## config.mk

```make
export PLATFORM = sky130hd
export DESIGN_NAME = toh_generator
export DESIGN_NICKNAME = d
export VERILOG_FILES = /design/src/rtl/toh_pkg.sv /design/src/rtl/toh_position.sv /design/src/rtl/toh_scrambler.sv /design/src/rtl/toh_parity.sv /design/src/rtl/toh_generator.sv
export SDC_FILE = /design/constraint.sdc
export NUM_CORES = 1
export LEC_CHECK = 0
export BUFFER_PORTS_ARGS = -buffer_cell sky130_fd_sc_hd__buf_2
export CORE_MARGIN = 2
export CORE_UTILIZATION = 63
export DETAILED_ROUTE_END_ITERATION = 16
export PLACE_DENSITY = 0.89
export SKIP_LAST_GASP = 1
export SYNTH_ARGS = -nofsm -noshare
export SYNTH_HDL_FRONTEND = slang
export SYNTH_SLANG_ARGS = --single-unit
```

## constraint.sdc

```tcl
create_clock -name clk -period 30 [get_ports clk]
set_clock_uncertainty 0.15 [all_clocks]
set_input_delay 6 -clock clk [delete_from_list [all_inputs] [get_ports clk]]
set_output_delay 6 -clock clk [all_outputs]
set_load 0.01 [all_outputs]
```

## src/rtl/toh_pkg.sv

```systemverilog
package toh_pkg;

    localparam int ROWS = 9;
    localparam logic [7:0] A1_BYTE = 8'hF6;
    localparam logic [7:0] A2_BYTE = 8'h28;

    // insert enable bit positions
    localparam int EN_K1  = 0;
    localparam int EN_K2  = 1;
    localparam int EN_S1  = 2;
    localparam int EN_REI = 3;
    localparam int EN_F1  = 4;
    localparam int EN_J0  = 5;
    localparam int EN_W   = 6;

    typedef enum logic [3:0] {
        FLD_A1, FLD_A2, FLD_J0, FLD_Z0, FLD_B1, FLD_F1, FLD_PTR,
        FLD_B2, FLD_K1, FLD_K2, FLD_S1, FLD_REI, FLD_SPARE, FLD_PAY
    } fld_e;

    typedef struct packed {
        logic [7:0] mask;
        logic [6:0] nxt;
    } scr_t;

    typedef struct packed {
        logic [7:0] k1;
        logic [7:0] k2;
        logic [7:0] s1;
        logic [7:0] rei;
        logic [7:0] f1;
        logic [7:0] j0;
    } ohv_t;

    // Eight steps of the x^7+x^6+1 generator, first bit in the MSB.
    function automatic scr_t scr_advance(logic [6:0] s);
        scr_t r;
        logic [6:0] st;
        st = s;
        r.mask = '0;
        for (int i = 7; i >= 0; i--) begin
            r.mask[i] = st[6];
            st = {st[5:0], st[6] ^ st[5]};
        end
        r.nxt = st;
        return r;
    endfunction

    // Field at (row, col) of an STS-n frame.
    function automatic fld_e classify(int row, int col, int n);
        int   grp;
        int   sub;
        fld_e f;
        grp = col / n;
        sub = col % n;
        f   = FLD_SPARE;
        if (col >= 3 * n) begin
            f = FLD_PAY;
        end else begin
            case (row)
                0: f = (grp == 0) ? FLD_A1 : (grp == 1) ? FLD_A2 :
                       (sub == 0) ? FLD_J0 : FLD_Z0;
                1: if (sub == 0 && grp == 0) f = FLD_B1;
                   else if (sub == 0 && grp == 2) f = FLD_F1;
                3: f = FLD_PTR;
                4: if (grp == 0) f = FLD_B2;
                   else if (sub == 0 && grp == 1) f = FLD_K1;
                   else if (sub == 0 && grp == 2) f = FLD_K2;
                8: if (grp == 0 && sub == 0) f = FLD_S1;
                   else if (grp == 1 && sub == n - 1) f = FLD_REI;
                default: f = FLD_SPARE;
            endcase
        end
        return f;
    endfunction

endpackage

```

## src/rtl/toh_position.sv

```systemverilog
module toh_position
    import toh_pkg::*;
#(
    parameter int COLS  = 270,
    parameter int COL_W = 9
) (
    input  logic             clk,
    input  logic             rst,
    input  logic             sof,
    output logic [3:0]       row,
    output logic [COL_W-1:0] col,
    output logic             frame_end
);
    logic [3:0]       row_q;
    logic [COL_W-1:0] col_q;
    logic             col_last;
    logic             row_last;

    always_comb begin
        row       = sof ? '0 : row_q;
        col       = sof ? '0 : col_q;
        col_last  = (col == COL_W'(COLS - 1));
        row_last  = (row == 4'(ROWS - 1));
        frame_end = row_last && col_last;
    end

    always_ff @(posedge clk) begin
        if (rst) begin
            row_q <= '0;
            col_q <= '0;
        end else if (col_last) begin
            col_q <= '0;
            row_q <= row_last ? '0 : row + 4'd1;
        end else begin
            col_q <= col + 1'b1;
        end
    end

    p_pos_range_r12: assert property (@(posedge clk) disable iff (rst)
        (row_q < 4'(ROWS)) && (col_q < COL_W'(COLS)));

endmodule

```

## src/rtl/toh_scrambler.sv

```systemverilog
module toh_scrambler
    import toh_pkg::*;
(
    input  logic       clk,
    input  logic       rst,
    input  logic       start,
    input  logic       adv,
    output logic [7:0] mask
);
    logic [6:0] state_q;
    logic [6:0] cur;
    scr_t       step;

    always_comb begin
        cur  = start ? 7'h7F : state_q;
        step = scr_advance(cur);
        mask = step.mask;
    end

    always_ff @(posedge clk) begin
        if (rst)      state_q <= 7'h7F;
        else if (adv) state_q <= step.nxt;
    end

    // A maximal-length generator seeded non-zero never reaches zero
    p_state_live_r3: assert property (@(posedge clk) disable iff (rst)
        state_q != 7'h00);

endmodule

```

## src/rtl/toh_parity.sv

```systemverilog
module toh_parity #(
    parameter int N     = 3,
    parameter int STS_W = 2
) (
    input  logic                  clk,
    input  logic                  rst,
    input  logic [7:0]            pre_b,
    input  logic [7:0]            post_b,
    input  logic [STS_W-1:0]      sts,
    input  logic                  line_cov,
    input  logic                  frame_end,
    output logic [7:0]            b1_val,
    output logic [N-1:0][7:0]     b2_vals
);
    logic [7:0] b1_acc;

    always_ff @(posedge clk) begin
        if (rst) begin
            b1_acc <= '0;
            b1_val <= '0;
        end else if (frame_end) begin
            b1_val <= b1_acc ^ post_b;
            b1_acc <= '0;
        end else begin
            b1_acc <= b1_acc ^ post_b;
        end
    end

    for (genvar s = 0; s < N; s++) begin : g_line
        logic [7:0] acc;
        logic       hit;
        assign hit = line_cov && (sts == STS_W'(s));
        always_ff @(posedge clk) begin
            if (rst) begin
                acc        <= '0;
                b2_vals[s] <= '0;
            end else if (frame_end) begin
                b2_vals[s] <= acc ^ (hit ? pre_b : 8'h00);
                acc        <= '0;
            end else if (hit) begin
                acc <= acc ^ pre_b;
            end
        end
    end

    // Parity results only move at a frame boundary
    p_b1_hold_r7: assert property (@(posedge clk) disable iff (rst)
        !frame_end |=> $stable(b1_val));

endmodule

```

## src/rtl/toh_generator.sv

```systemverilog
module toh_generator
    import toh_pkg::*;
#(
    parameter int N = 3
) (
    input  logic       clk,
    input  logic       rst,
    input  logic [7:0] in_byte,
    input  logic       in_sof,
    input  logic [7:0] k1_val,
    input  logic [7:0] k2_val,
    input  logic [7:0] s1_val,
    input  logic [7:0] rei_val,
    input  logic [7:0] f1_val,
    input  logic [7:0] j0_val,
    input  logic [5:0] ins_en,
    input  logic       fill_ones,
    input  logic       ais_line,
    input  logic       b1_err_req,
    input  logic       a2_err,
    output logic [7:0] out_byte,
    output logic       out_sof
);
    localparam int COLS    = 90 * N;
    localparam int OH_COLS = 3 * N;
    localparam int COL_W   = $clog2(COLS);
    localparam int STS_W   = (N > 1) ? $clog2(N) : 1;

    logic [3:0]           row;
    logic [COL_W-1:0]     col;
    logic                 frame_end;
    logic [STS_W-1:0]     sts;
    fld_e                 fld;
    ohv_t                 ohv;
    logic [7:0]           fill;
    logic [7:0]           pre_b;
    logic [7:0]           post_b;
    logic [7:0]           scr_mask;
    logic                 unscr;
    logic                 line_cov;
    logic                 scr_start;
    logic                 scr_adv;
    logic                 b1_apply;
    logic                 b1_pend_q;
    logic [7:0]           b1_val;
    logic [N-1:0][7:0]    b2_vals;

    toh_position #(.COLS(COLS), .COL_W(COL_W)) u_pos (
        .clk(clk), .rst(rst), .sof(in_sof),
        .row(row), .col(col), .frame_end(frame_end)
    );

    toh_scrambler u_scr (
        .clk(clk), .rst(rst), .start(scr_start), .adv(scr_adv), .mask(scr_mask)
    );

    toh_parity #(.N(N), .STS_W(STS_W)) u_par (
        .clk(clk), .rst(rst), .pre_b(pre_b), .post_b(post_b), .sts(sts),
        .line_cov(line_cov), .frame_end(frame_end),
        .b1_val(b1_val), .b2_vals(b2_vals)
    );

    assign ohv = '{k1: k1_val, k2: k2_val, s1: s1_val, rei: rei_val,
                   f1: f1_val, j0: j0_val};

    always_comb begin
        fill      = {8{fill_ones}};
        sts       = STS_W'(int'(col) % N);
        fld       = classify(int'(row), int'(col), N);
        unscr     = (row == 4'd0) && (int'(col) < OH_COLS);
        line_cov  = (row >= 4'd3) || (int'(col) >= OH_COLS);
        scr_start = (row == 4'd0) && (int'(col) == OH_COLS);
        scr_adv   = !unscr;
        b1_apply  = (fld == FLD_B1) && (b1_pend_q || b1_err_req);
        case (fld)
            FLD_A1:  pre_b = A1_BYTE;
            FLD_A2:  pre_b = A2_BYTE ^ {7'b0, a2_err && (int'(col) == N)};
            FLD_J0:  pre_b = ins_en[EN_J0]  ? ohv.j0  : fill;
            FLD_B1:  pre_b = b1_val ^ {8{b1_apply}};
            FLD_F1:  pre_b = ins_en[EN_F1]  ? ohv.f1  : fill;
            FLD_PTR: pre_b = in_byte;
            FLD_PAY: pre_b = in_byte;
            FLD_B2:  pre_b = b2_vals[sts];
            FLD_K1:  pre_b = ins_en[EN_K1]  ? ohv.k1  : fill;
            FLD_K2:  pre_b = ins_en[EN_K2]  ? ohv.k2  : fill;
            FLD_S1:  pre_b = ins_en[EN_S1]  ? ohv.s1  : fill;
            FLD_REI: pre_b = ins_en[EN_REI] ? ohv.rei : fill;
            default: pre_b = fill;
        endcase
        if (ais_line && line_cov) pre_b = 8'hFF;
        post_b = unscr ? pre_b : (pre_b ^ scr_mask);
    end

    always_ff @(posedge clk) begin
        if (rst)                  b1_pend_q <= 1'b0;
        else if (fld == FLD_B1)   b1_pend_q <= 1'b0;
        else if (b1_err_req)      b1_pend_q <= 1'b1;
    end

    always_ff @(posedge clk) begin
        if (rst) begin
            out_byte <= '0;
            out_sof  <= 1'b0;
        end else begin
            out_byte <= post_b;
            out_sof  <= in_sof;
        end
    end

    p_frame_start_r1: assert property (@(posedge clk) disable iff (rst)
        out_sof |-> out_byte == A1_BYTE);

    p_b1_insert_r7: assert property (@(posedge clk) disable iff (rst)
        (fld == FLD_B1 && !b1_apply && !ais_line) |=> out_byte == $past(b1_val ^ scr_mask));

    p_ais_fill_r11: assert property (@(posedge clk) disable iff (rst)
        (ais_line && line_cov) |=> out_byte == $past(8'hFF ^ scr_mask));

endmodule

```

# After elaboration in Yosys (flattened, before gate mapping)
# Index checks and enable logic that the tools add are counted.
[totals]
input_bits = 69
output_inout_bits = 9
word_cells = 116
regBits = 94
[classes]
add_sub_neg = 2
n_div = 2
n_reduce_logical = 24
order_cmp = 4
eq_ne = 23
bitwise = 17
n_mux = 30
[ops]
columns = ["cell", "count"]
rows = [
  ["8-bit 2-to-1 mux", 12],
  ["8-bit one-hot mux with 11 select lines", 1],
  ["8-bit bitwise XOR", 9],
  ["32-bit by 3-bit == test with 1-bit output, second input constant", 2],
  ["32-bit zero test", 2],
  ["10-bit by 3-bit divider with 32-bit output, second input constant", 1],
  ["32-bit by 2-bit == test with 1-bit output, second input constant", 1],
  ["10-bit by 3-bit modulo with 32-bit output, second input constant", 1],
  ["4-bit == test, second input constant", 6],
  ["4-bit 2-to-1 mux", 6],
  ["4-bit by 3-bit == test with 1-bit output, second input constant", 5],
  ["4-bit one-hot mux with 5 select lines", 1],
  ["8-bit binary-select mux with 2-bit select", 1],
  ["1-bit logical AND", 13],
  ["3-bit 2-to-1 mux", 4],
  ["9-bit by 1-bit adder with 9-bit output, second input constant", 1],
  ["9-bit by 3-bit == test with 1-bit output, second input constant", 1],
  ["9-bit by 5-bit == test with 1-bit output, second input constant", 1],
  ["9-bit == test, second input constant", 1],
  ["9-bit by 4-bit greater-or-equal comparator with 1-bit output, second input constant", 1],
  ["9-bit by 4-bit < comparator with 1-bit output, second input constant", 1],
  ["9-bit 2-to-1 mux", 1],
  ["4-bit by 1-bit == test with 1-bit output, second input constant", 2],
  ["4-bit by 2-bit == test with 1-bit output, second input constant", 2],
  ["other kinds (13)", 26],
]

# Longest topological paths before layout
[logic_depth]
depth_word = 17
mapped_depth = 44
depth_no_buf = 32

# Modules after synthesis
# From an unflattened synthesis, not the netlist that was laid out.
[unflattened]
hier_cells = 975
hier_area_um2 = 7588.5
[modules_own_cells]
columns = ["mod", "n_inst", "area_per_inst_um2", "cells_each", "seq_area_each_um2"]
rows = [
  ["toh_generator", 1, 4071.4, 597, 200.2],
  ["toh_parity", 1, 2378.5, 238, 1281.2],
  ["toh_position", 1, 721.9, 89, 260.2],
  ["toh_scrambler", 1, 416.6, 51, 140.1],
]

# Least setup slack after synthesis
# OpenSTA, ideal clock, no wires.
[synth_timing]
path_kind = "input port to flip-flop"
start = "input port in_sof"
end = "register u_par.b1_val[0]"
required_ns = 29.780
setup_time_ns = 0.070
stages = 39
path_buffers = 7
path_slack_ns = 15.512
t_arrival_ns = 14.268
cell_sequence = "buf_2 -> clkbuf_1 -> clkbuf_1 -> clkbuf_1 -> nor2b_1 -> ha_1 -> nand4b_1 -> a211oi_4 -> a2111oi_4 -> o31a_1 -> or2_2 -> ha_1 -> a21oi_1 -> o31ai_4 -> or2_1 -> buf_2 -> xnor2_1 -> ha_1 -> (+3 left out) -> and4_4 -> buf_6 -> xnor2_1 -> ha_1 -> nor3_1 -> o21ai_1 -> nand4bb_1 -> a21oi_2 -> mux2i_1 -> buf_1 -> mux2i_1 -> nor2_1 -> a21oi_1 -> nor3_1 -> a2111oi_2 -> and2_1 -> xor3_1 -> o21ai_1"
[synth_between]
elab_chain_len = 17
word_cells_on_any_way = 66
cone_classes = "div (2); order compare (3); eq/ne (21); mux (20); bitwise (4); reduce/logical (16)"
[synth_rtl]
columns = ["element", "line", "text"]
rows = [
  ["start, declared", "toh_generator.sv:9", "input logic in_sof,"],
  ["9-bit 2-to-1 mux", "toh_position.sv:21", "col = sof ? '0 : col_q;"],
  ["10-bit by 3-bit divider with 32-bit output or 10-bit by 3-bit modulo with 32-bit output (tied branches)", "toh_pkg.sv:54, toh_pkg.sv:55, toh_generator.sv:68", ""],
  ["32-bit by 3-bit == test with 1-bit output or 32-bit zero test (tied branches)", "-", ""],
  ["1-bit logical AND", "toh_pkg.sv:64, toh_pkg.sv:68", ""],
  ["3-bit 2-to-1 mux", "toh_pkg.sv:68", "else if (sub == 0 && grp == 2) f = FLD_K2;"],
  ["3-bit 2-to-1 mux", "toh_pkg.sv:67", "else if (sub == 0 && grp == 1) f = FLD_K1;"],
  ["4-bit 2-to-1 mux", "toh_pkg.sv:66", "4: if (grp == 0) f = FLD_B2;"],
  ["4-bit one-hot mux with 5 select lines", "toh_pkg.sv:60", "case (row)"],
  ["4-bit 2-to-1 mux", "toh_pkg.sv:57", "if (col >= 3 * n) begin"],
  ["4-bit by 3-bit == test with 1-bit output", "toh_generator.sv:74, toh_generator.sv:75", ""],
  ["1-bit logical AND", "toh_generator.sv:74", "b1_apply = (fld == FLD_B1) && (b1_pend_q || b1_err_req);"],
  ["8-bit bitwise XOR", "toh_generator.sv:79", "FLD_B1: pre_b = b1_val ^ {8{b1_apply}};"],
  ["8-bit one-hot mux with 11 select lines", "toh_generator.sv:75", "case (fld)"],
  ["8-bit 2-to-1 mux", "toh_generator.sv:90", "if (ais_line && line_cov) pre_b = 8'hFF;"],
  ["8-bit bitwise XOR", "toh_generator.sv:91", "post_b = unscr ? pre_b : (pre_b ^ scr_mask);"],
  ["8-bit 2-to-1 mux", "toh_generator.sv:91", ""],
  ["8-bit bitwise XOR", "toh_parity.sv:22", "b1_val <= b1_acc ^ post_b;"],
  ["end signal, assigned", "toh_parity.sv:22", ""],
  ["end, declared", "toh_parity.sv:12", "output logic [7:0] b1_val,"],
]
# Several ways; a longest one is shown, not always the timed one. The select of a mux whose other input is x is not followed.
# A chain may end at the register's enable or synchronous reset.

# Final worst setup path
[layout_timing]
start = "input port in_sof"
end = "register u_par.b1_val[5]"
# The elaborated chain is that of the path after synthesis.

==> results.md <==
- Remaining DRCs: 0
- FMAX: 0.0644 GHz
- Synth area leader: dfxtp_1
- GR peak layer: met2
- Vias: 7,585
- Slowest CP cell: a211oi_1
- CP dominant cell by count: ha_1
- GR Util met3: under 10%
- Initial Util: 63.8%
- Startpoint types: input port
- First-pass GRT wire length: 34,400 um
- Vias per cell: around 6.6
- Top Ports: 78
- Leakage: 3.39 nW
- Unrepaired setup endpoints after global routing: false
- Row cnt: 40
- H-tree depth: 3
- Post_cts resized: 0
- Yosys warnings: 0
- CTS tree: yes
- Drt initial violations: 782
- Ranking of synthesized cells by instance count: nor2_1, nand2_1, dfxtp_1
- Buffers & Inverters on Critical Path: 2
- Pins Over Slew Limit: 0
- Met1 Use GR: 44.8%
- Top FF cell, synth: dfxtp_1
- Post-layout min period: around 16 ns
- Final Hold Fails: 0
- Synth unique cells: about 100
- Largest net degree at the start of global routing: 37
- Setup_tns: 0 ns
- Die area: 12,900 um2
- CTS clock-pin slew for the worst setup and hold paths: 0.06 ns
- FF-to-FF End: u_par.b1_val[5]
- IO Port Bufs: 77
- Diode count: 0
- Num CTS Buffers: 9
- Crit path depth: 33
- Fill count: between 900 and 1k
- Share of cells above drive strength 1: 16.2%
- Worst Tran Pin Value: 1.12 ns
- Max_cap viols: 0
- Reg2Reg Setup Slack: 19.71 ns
- Die Y: 114 um
- Number of global-route vias before repair: 6,937
- Postcts setup bufs: 0
- Async S/R FF share, synth: 0%
- Status: completed
- Number of flops mapped to enable cells by yosys: 0
- # setup viols final: 0
- Routed len/inst: 18.5 um
- Die outline width: 114 um
- CTS max path bufs: 2
- Initial antenna violation count: 0
- Cell count after synthesis: 966
- Area delta synth->final: 7.15%
- Number of hold buffers added after CTS: 0
- Pwr dens: between 30 and 40 nW/um2
- CTS sink cnt: 94
- Syn_area_per_cell: 7.86 um2
- Placement Setup Slack: approximately 14 ns
- Layout Nets: 1,075
- Core ar.: 11,900 um2
- FF+latch area: 1880 um2
- Drt first pass iters: 5
- Hold WC Path Type: reg -> reg
- Synthesized cell area: 7590 um2
- Crit share post-route: 51.8%
- FF-to-FF Start: u_pos.col_q[8]
- Area occupied by multi-input gates: 5260 um2
- Gr usage total: 33.0%
- #FFs+latches synth: 94
- Crit Path Max Fanout: 36
- Critical path class: in -> reg
- Clock Latency Late Sink: 0.34 ns
- Slew margin rel.: 25.6%
- R2r worst-path depth: 32
- Root buf cell: clkbuf_16
- Worst setup path start: in_sof
- Maximum VDD drop: 42.7 uV
- WP data arrival: 15.64 ns
- Hold Path Origin: u_par.b2_vals[4]
- Area share of the largest cell type after synthesis: between 20% and 30%
- CP Capture Type: flop
- Remaining antenna violation count: 0
- Met2 GRT Util: 53.6%
- Top-count cell post-synth: nor2_1
- Worst EP required: 30.11 ns
- Crit path to: u_par.b1_val[5]
- Routed WL: 21,200 um
- Critical path's largest stage delay: roughly 0.88 ns
- Grt ovf: 0
- Net Count, Synth: approximately 1.0k
- Synth area leaders: dfxtp_1, xnor2_1, nor2_1
- Seq/Total Area, Yosys: 24.8%
- Final GP Congestion: 0.952
- Family with the most delay on the worst path: simple AND/OR/NAND/NOR gates
- Final worst slack: ~14 ns
- Hpwl dp: 15,500 um
==> power by group <==
part / internal (mW) / switching (mW)
combinational: 0.0105 / 0.0152
clock: 0.0581 / 0.0471
sequential: 0.126 / 0.000586
==> flip-flops by register name (all words and copies together), names as in the netlist <==
| register | cells |
|---|---|
| out_sof | 1 |
| u_pos.row_q | 4 |
| u_par.b2_vals | 24 |
| u_par.b1_acc | 8 |
| u_scr.state_q | 7 |
| u_par.g_line.acc | 24 |
| u_par.b1_val | 8 |
| b1_pend_q | 1 |
| u_pos.col_q | 9 |
| out_byte | 8 |
==> layer usage <==
| layer | part of all wire, % | up-vias | wire length, um |
|---|---|---|---|
| li1 | - | 3595 | - |
| met1 | 42 | 3561 | 8980 |
| met2 | 46 | 371 | 9800 |
| met3 | 8.7 | 58 | 1850 |
| met4 | 2.7 | 0 | 564 |
| met5 | 0 | - | 0 |
==> worst min-delay path by stage <==
stage | slack, ns | to | cells past startpoint
2_1_floorplan | 0.27 | u_par.b2_vals[16] | 2
3_3_place_gp | 0.28 | u_par.b2_vals[21] | 2
3_5_place_dp | 0.29 | u_par.b2_vals[0] | 2
4_1_cts | 0.30 | u_par.b2_vals[4] | 2
5_1_grt | 0.32 | u_par.b2_vals[22] | 2
6_report | 0.30 | u_par.b2_vals[4] | 2
==> through the flow <==
| stage | util (%) | std cells | total power, mW | area (um2) | hold slack, ns |
|---|---|---|---|---|---|
| global placement | 66.0 | 1131 | 0.154 | 7860 | 0.283 |
| global route | 68.3 | 1147 | 0.266 | 8140 | 0.323 |
| floorplan | - | 966 | 0.146 | 7590 | 0.274 |
| finish | 68.3 | 1147 | 0.258 | 8140 | 0.299 |
| detailed placement | 66.0 | 1131 | 0.155 | 7860 | 0.292 |
| CTS | 68.3 | 1147 | 0.258 | 8140 | 0.300 |
==> cell usage in the layout, fill, tap and decap left out, drive strengths merged, types with 9 or more instances in the layout <==
cell | synthesis | routed
o22ai | 11 | 11
nand2b | 12 | 12
xnor2 | 48 | 48
nand2 | 97 | 97
dfxtp | 94 | 94
inv | 24 | 25
a21boi | 9 | 9
nor2 | 112 | 112
and3 | 12 | 12
or2 | 9 | 9
o211ai | 19 | 19
a21oi | 53 | 53
nor3 | 36 | 36
mux2i | 20 | 20
buf | 33 | 85
clkbuf | 34 | 10
a211o | 14 | 14
xor2 | 19 | 19
or3 | 15 | 15
a31oi | 33 | 33
nand4 | 11 | 11
nor2b | 18 | 18
nand3 | 17 | 17
ha | 11 | 11
o21ai | 60 | 60
==> worst register-to-register path, delay by kind of cell (launching register included) <==
| kind | cells | cell delay [ns] |
|---|---|---|
| adders and majority gates | 4 | 1.11 |
| DFF | 1 | 0.73 |
| and+or+nand+nor | 12 | 3.83 |
| muxes | 1 | 0.19 |
| AOI/OAI and AO/OA | 11 | 3.50 |
| xor gates and xnor gates | 3 | 0.61 |
| buffers and inverters | 1 | 0.12 |
==> final cells by class <==
type,count,area share [%]
inverter,25,1.15
clock inverter,6,0.446
tap,147,2.26
sequential,94,23.1
clock buffer,10,2.94
timing repair buffer,85,5.47
multi-input combinational,780,64.6
==> kinds of logic (layout without fill, tap and decap cells) <==
logic type	after synthesis	count (layout)	synth area share (%)
compound gates	288	288	27.7
xor+xnor	74	74	10.0
fa+ha+maj	11	11	1.81
buf+inv	92	126	6.16
flops	94	94	24.8
mux	23	23	3.13
simple gates	384	384	26.4
Note: power is estimated with default switching activity, not from simulation.
